## src/rtl/tmr_pkg.sv

```systemverilog
package tmr_pkg;
  localparam int CB_ONE  = 0;
  localparam int CB_WIDE = 1;
  localparam int CB_PSLO = 2;
  localparam int CB_PER  = 6;
  localparam int CB_EN   = 7;
  localparam int CTRL_W  = 8;

  localparam logic [1:0] W_LOAD = 2'd0;
  localparam logic [1:0] W_VAL  = 2'd1;
  localparam logic [1:0] W_CTRL = 2'd2;
  localparam logic [1:0] W_BG   = 2'd3;

  localparam logic [1:0] W_MASK = 2'd0;
  localparam logic [1:0] W_RAW  = 2'd1;
  localparam logic [1:0] W_MIS  = 2'd2;
  localparam logic [1:0] W_CLR  = 2'd3;
endpackage

```

## src/rtl/tmr_prescale.sv

```systemverilog
module tmr_prescale #(
  parameter int PSW = 8
) (
  input  logic       clk,
  input  logic       rst_n,
  input  logic       en,
  input  logic       restart,
  input  logic [1:0] sel,
  output logic       tick
);
  logic [PSW-1:0] cnt;
  logic [PSW-1:0] lim;

  always_comb begin
    case (sel)
      2'b00:   lim = '0;
      2'b01:   lim = PSW'(4'hF);
      default: lim = '1;
    endcase
  end

  assign tick = en && ((cnt & lim) == lim);

  always_ff @(posedge clk) begin
    if (!rst_n || restart || !en) cnt <= '0;
    else                          cnt <= cnt + 1'b1;
  end
endmodule

```

## src/rtl/tmr_channel.sv

```systemverilog
module tmr_channel
  import tmr_pkg::*;
#(
  parameter int DW  = 32,
  parameter int PSW = 8
) (
  input  logic              clk,
  input  logic              rst_n,
  input  logic              we_load,
  input  logic              we_bg,
  input  logic              we_ctrl,
  input  logic [DW-1:0]     wdata,
  output logic [CTRL_W-1:0] ctrl,
  output logic [DW-1:0]     count,
  output logic [DW-1:0]     value,
  output logic [DW-1:0]     reload,
  output logic              uf
);
  localparam int HW = DW / 2;

  logic tick, done, at_zero;

  tmr_prescale #(.PSW(PSW)) u_ps (
    .clk(clk), .rst_n(rst_n), .en(ctrl[CB_EN]),
    .restart(we_load | we_ctrl),
    .sel(ctrl[CB_PSLO+1:CB_PSLO]), .tick(tick)
  );

  assign value   = ctrl[CB_WIDE] ? count : {{(DW-HW){1'b0}}, count[HW-1:0]};
  assign at_zero = (value == '0);
  assign uf      = tick && at_zero && !done;

  always_ff @(posedge clk) begin
    if (!rst_n) begin
      count  <= '0;
      reload <= '0;
      ctrl   <= '0;
      done   <= 1'b0;
    end else begin
      if (we_ctrl) ctrl <= wdata[CTRL_W-1:0];
      if (we_load || we_bg) reload <= wdata;
      if (we_load) begin
        count <= wdata;
        done  <= 1'b0;
      end else begin
        if (we_ctrl) done <= 1'b0;
        if (tick && !done) begin
          if (!at_zero)             count <= value - 1'b1;
          else if (ctrl[CB_ONE])    done  <= 1'b1;
          else if (ctrl[CB_PER])    count <= reload;
          else                      count <= '1;
        end
      end
    end
  end
endmodule

```

## src/rtl/tmr_irq.sv

```systemverilog
module tmr_irq #(
  parameter int NUM_CH = 4
) (
  input  logic              clk,
  input  logic              rst_n,
  input  logic [NUM_CH-1:0] uf,
  input  logic              we_mask,
  input  logic              we_clr,
  input  logic [NUM_CH-1:0] wdata,
  output logic [NUM_CH-1:0] mask,
  output logic [NUM_CH-1:0] raw,
  output logic              irq
);
  logic [NUM_CH-1:0] clr_bits;

  assign clr_bits = we_clr ? wdata : '0;
  assign irq      = |(raw & mask);

  always_ff @(posedge clk) begin
    if (!rst_n) begin
      mask <= '0;
      raw  <= '0;
    end else begin
      if (we_mask) mask <= wdata;
      raw <= (raw & ~clr_bits) | uf;
    end
  end
endmodule

```

## src/rtl/tmr_unit.sv

```systemverilog
module tmr_unit
  import tmr_pkg::*;
#(
  parameter int NUM_CH = 4,
  parameter int DW     = 32,
  parameter int AW     = 8,
  parameter int PSW    = 8
) (
  input  logic          clk,
  input  logic          rst_n,
  input  logic          psel,
  input  logic          penable,
  input  logic          pwrite,
  input  logic [AW-1:2] paddr,
  input  logic [DW-1:0] pwdata,
  output logic [DW-1:0] prdata,
  output logic          irq
);
  localparam int SW = AW - 4;

  logic [SW-1:0] slot;
  logic [1:0]    word;
  logic          wr;

  logic [NUM_CH-1:0]             ld_we, bg_we, ctl_we, ch_uf;
  logic [NUM_CH-1:0][CTRL_W-1:0] ch_ctrl;
  logic [NUM_CH-1:0][DW-1:0]     ch_cnt, ch_val, ch_rel;
  logic [NUM_CH-1:0]             irq_mask, irq_raw;
  logic                          mask_we, clr_we;

  assign slot    = paddr[AW-1:4];
  assign word    = paddr[3:2];
  assign wr      = psel && penable && pwrite;
  assign mask_we = wr && (slot == '0) && (word == W_MASK);
  assign clr_we  = wr && (slot == '0) && (word == W_CLR);

  for (genvar g = 0; g < NUM_CH; g++) begin : g_ch
    assign ld_we[g]  = wr && (slot == SW'(g + 1)) && (word == W_LOAD);
    assign bg_we[g]  = wr && (slot == SW'(g + 1)) && (word == W_BG);
    assign ctl_we[g] = wr && (slot == SW'(g + 1)) && (word == W_CTRL);

    tmr_channel #(.DW(DW), .PSW(PSW)) u_ch (
      .clk(clk), .rst_n(rst_n),
      .we_load(ld_we[g]), .we_bg(bg_we[g]), .we_ctrl(ctl_we[g]),
      .wdata(pwdata), .ctrl(ch_ctrl[g]), .count(ch_cnt[g]),
      .value(ch_val[g]), .reload(ch_rel[g]), .uf(ch_uf[g])
    );
  end

  tmr_irq #(.NUM_CH(NUM_CH)) u_irq (
    .clk(clk), .rst_n(rst_n), .uf(ch_uf),
    .we_mask(mask_we), .we_clr(clr_we), .wdata(pwdata[NUM_CH-1:0]),
    .mask(irq_mask), .raw(irq_raw), .irq(irq)
  );

  always_comb begin
    prdata = '0;
    if (slot == '0) begin
      case (word)
        W_MASK:  prdata = DW'(irq_mask);
        W_RAW:   prdata = DW'(irq_raw);
        W_MIS:   prdata = DW'(irq_raw & irq_mask);
        default: prdata = '0;
      endcase
    end else begin
      for (int i = 0; i < NUM_CH; i++) begin
        if (slot == SW'(i + 1)) begin
          case (word)
            W_VAL:   prdata = ch_val[i];
            W_CTRL:  prdata = DW'(ch_ctrl[i]);
            default: prdata = ch_rel[i];
          endcase
        end
      end
    end
  end
endmodule

```

## config.mk

```make
export PLATFORM = sky130hd
export DESIGN_NAME = tmr_unit
export DESIGN_NICKNAME = d
export VERILOG_FILES = /design/src/rtl/tmr_pkg.sv /design/src/rtl/tmr_prescale.sv /design/src/rtl/tmr_channel.sv /design/src/rtl/tmr_irq.sv /design/src/rtl/tmr_unit.sv
export SDC_FILE = /design/constraint.sdc
export NUM_CORES = 1
export LEC_CHECK = 0
export BUFFER_PORTS_ARGS = -buffer_cell sky130_fd_sc_hd__buf_2
export CAP_MARGIN = 5
export CORE_MARGIN = 3
export CORE_UTILIZATION = 40
export CTS_CLUSTER_SIZE = 40
export DETAILED_ROUTE_END_ITERATION = 10
export RECOVER_POWER = 50
export SLEW_MARGIN = 30
export SYNTH_ARGS = -nofsm -noshare
export SYNTH_HDL_FRONTEND = slang
export SYNTH_HIERARCHICAL = 1
export SYNTH_SLANG_ARGS = --single-unit
```

## constraint.sdc

```tcl
create_clock -name clk -period 3.9 [get_ports clk]
set_input_delay 1.17 -clock clk [delete_from_list [all_inputs] [get_ports clk]]
set_output_delay 1.17 -clock clk [all_outputs]
set_load 0.05 [all_outputs]
```

==> impl_metrics.ini <==
[synth]
ys_types = 82
syn_nets = 3082
yosys_warnings = 6
synth_top_area_share_pct = 29.7
ys_ff_latch = 332
synthCells = 3022
yosys.area.top_type = dfxtp_1
syn_avg_cell_area_sq_um = 7.41
async_reset_ff_share_pct = 0
synth_ff_type = dfxtp_1
netlist_area_sq_mm = 0.0224
synth_edf_count = 0
ys_seq_area_share_pct = 29.7
synth_area_leaders = dfxtp_1 (30%), nand2_1 (6.2%), a21oi_1 (6.1%), o21ai_0 (5.1%), a21boi_0 (4.3%)

[outcome]
violations = negative setup slack
status = finished with violations

[placed_design]
dp_hpwl_um = 73400
io_buffer_count = 75
gp_congestion = 0.993

[global_routing]
grt_pass1_wl_um = 149000
grt_max_degree = 133
grt_pass1_vias = 22536
overflow = 0
grt_usage_pct = 33.0
antenna_found_initial = 4

[pwr]
p_total_uw = 8650
switching_share_pct = 27.2
p_switching_uw = 2350
clkPwrFrac_pct = 48.9
power.density_mw_per_mm2 = 321
pwr-share-seq_pct = 39.5
power_frac_comb_pct = 11.7
ir_drop_v = 0.000286
leakage_uw = 0.00960
p_int_uw = 6300

[clock_network]
clock-sinks = 332
cts_tree = built
path_clk_slew_ps = 50
cts_max_level = 2
ctsHoldBuffers = 0
worstSkewPairLatency_ps = 590
clockBufferDepth = 3
cts_inserted_buffers = 43
root_buffer = clkbuf_16

[critical_path]
cp-end-kind = primary output
crit_start = paddr[3]
slowest_stage = or3_4
reg2reg_slack_ps = 620
max_stage_delay_ps = 440
worstRegToRegCells = 8
reg2reg_to = u_irq/raw[2]$_SDFF_PN0_
r2r_start = g_ch[2].u_ch/count[0]$_SDFFE_PN0P_
required_ps = 2730
cp_cell_sequence = buf_8, inv_6, ha_4, or3_4, clkbuf_16, a21oi_4, a21oi_2, o22ai_4, buf_6
path_class = primary input to primary output
arrival_ps = 2930
cp_max_fo = 7
cp-endpoint = prdata[10]
start_kind = primary input

[worst_hold_path]
hp-class = flop to flop

[detailed_routing]
wire_per_inst_um = 26.8
detailroute.via_count = 24249
drt_pass1_iterations = 6
dr.first_iter.drc_count = 2999
ant_nets = 0
wirelength_um = 102000
post-route-drc-count = 0
via_per_inst = 6.40

[sta]
period_share_pct = 105
worst_slack_ps = -202
setup_tns_ps = -2750
rsz0062_at_grt = true
drv_slew = 0
fin_hold_ws_ps = 463
worst_pin_slew_ps = 1030
period_needed_ps = 4100
finalSetupViolCount = 31
max_freq_mhz = 244
hold_violations = 0
slew_headroom_pct = 31.2
clock_skew_ps = 19.4

[floorplanning]
dieArea_sq_mm = 0.0589
core_area_sq_mm = 0.0552
start_util_pct = 40.6
fp-row-count = 86
die_w_um = 243
io_pins = 76
die_y_um = 243

[cells_and_area]
multi_input_area_sq_mm = 0.0151
finalNetCount = 3066
drive_gt1_share_pct = 18.6
area_growth_pct = 20.4
fillCellCount = 5414
register_area_sq_mm = 0.00665

[run]
cap_violations = 0
cells in the mapped netlist (all sizes together), types with 9 or more instances:
library cell,n
nor2,187
a221oi,11
and3,12
o31ai,40
or2,18
clkbuf,206
buf,121
o21a,33
a31oi,18
a211o,10
and2,65
or3,38
inv,59
o41ai,11
a211oi,30
o221a,16
nor3b,12
nand3,77
o2bb2ai,22
o22ai,32
nor3,90
a21o,27
nand2b,9
or4,23
nor2b,77
nand2,371
a21oi,273
a21boi,129
o211ai,22
xnor2,50
xor2,32
ha,17
nor4b,23
nor4,33
mux2i,53
nand4,25
dfxtp,332
o21ai,254
o311ai,33
a22oi,52
worst min path at each step:
stage	from	end	slack (ps)	cells after the start
floorplan	g_ch[0].u_ch/u_ps/cnt[0]$_SDFF_PP0_	g_ch[0].u_ch/u_ps/cnt[0]$_SDFF_PP0_	440	1
global placement	g_ch[3].u_ch/u_ps/cnt[0]$_SDFF_PP0_	g_ch[3].u_ch/u_ps/cnt[0]$_SDFF_PP0_	450	1
detailed placement	g_ch[1].u_ch/u_ps/cnt[0]$_SDFF_PP0_	g_ch[1].u_ch/u_ps/cnt[0]$_SDFF_PP0_	460	1
CTS	g_ch[1].u_ch/u_ps/cnt[0]$_SDFF_PP0_	g_ch[1].u_ch/u_ps/cnt[0]$_SDFF_PP0_	470	1
global route	g_ch[1].u_ch/u_ps/cnt[0]$_SDFF_PP0_	g_ch[1].u_ch/u_ps/cnt[0]$_SDFF_PP0_	490	1
finish	g_ch[1].u_ch/u_ps/cnt[0]$_SDFF_PP0_	g_ch[1].u_ch/u_ps/cnt[0]$_SDFF_PP0_	460	1
layout by cell type, fill, tap and decap left out, types with 37 or more instances in the layout:
cell type,count
nor2_1,162
dfxtp_1,331
mux2i_1,53
nand3_1,77
a21boi_0,129
buf_4,154
buf_2,37
inv_1,57
nand2_1,368
a22oi_1,44
clkbuf_16,49
o21ai_0,224
and2_1,58
o31ai_1,37
nor3_1,82
xnor2_1,50
a21oi_1,222
nor2b_1,73
critical path, delay by kind of cell:
| family | cells | cell delay [ps] |
|---|---|---|
| buffers and inverters | 4 | 530 |
| AOI/OAI and AO/OA | 3 | 520 |
| and+or+nand+nor | 1 | 440 |
| adders and majority gates | 1 | 260 |
cell type report:
cell class	instances	share of cell area [%]
Tap cell	748	3.47
Timing Repair Buffer	266	9.47
Antenna cell	2	0.0186
Multi-Input combinational cell	2303	56.0
Clock buffer	61	4.62
Clock inverter	17	0.854
Inverter	60	0.863
Sequential cell	332	24.7
logic make-up after synthesis:
logic type | share of synthesized area [%]
buffers and inverters | 8.12
AND/OR/NAND/NOR | 25.0
adder cells (fa/ha/maj) | 0.950
AO/OA/AOI/OAI | 30.6
multiplexers | 2.42
XOR/XNOR | 3.21
flip-flops | 29.7
power groups by stage:
stage | sequential [uW] | clock (uW) | combinational [uW]
detailed placement | 3490 | 0 | 863
global route | 3410 | 4410 | 1050
finish | 3410 | 4230 | 1010
floorplan | 3480 | 0 | 501
CTS | 3410 | 4270 | 940
global placement | 3490 | 0 | 857
metrics by stage:
step                cells  setup WS [ps]  cell area, sq um  utilization [%]
floorplan            3022           4.39             22800                -
global placement     3703           -474             24200             43.9
detailed placement   3703           -466             24200             43.9
CTS                  3784           -148             26500             48.1
global route         3788           -178             26900             48.8
finish               3789           -202             27000             48.8
registers in the layout, summed over array words and instances, names as in the netlist:
name / flops
g_ch.u_ch/ctrl: 32
g_ch.u_ch/u_ps/cnt: 32
u_irq/mask: 4
u_irq/raw: 4
g_ch.u_ch/reload: 128
g_ch.u_ch/done: 4
g_ch.u_ch/count: 128
metal layers:
metal | track usage, % | routed length, um | part of all wire (%)
met1 | 45.7 | 43100 | 42
met5 | 0 | 0 | 0
met3 | 5.55 | 9430 | 9.3
met4 | 15.0 | 5330 | 5.2
met2 | 50.1 | 43800 | 43
what timing repair did:
action,CTS,global route
endpoints found under the hold margin,0,0
pin swaps,12,27
buffers inserted,0,1
endpoints found under the setup margin,32,32
gates cloned,3,6
resized for setup,178,75
No activity file was read; power rests on OpenSTA's default activity.
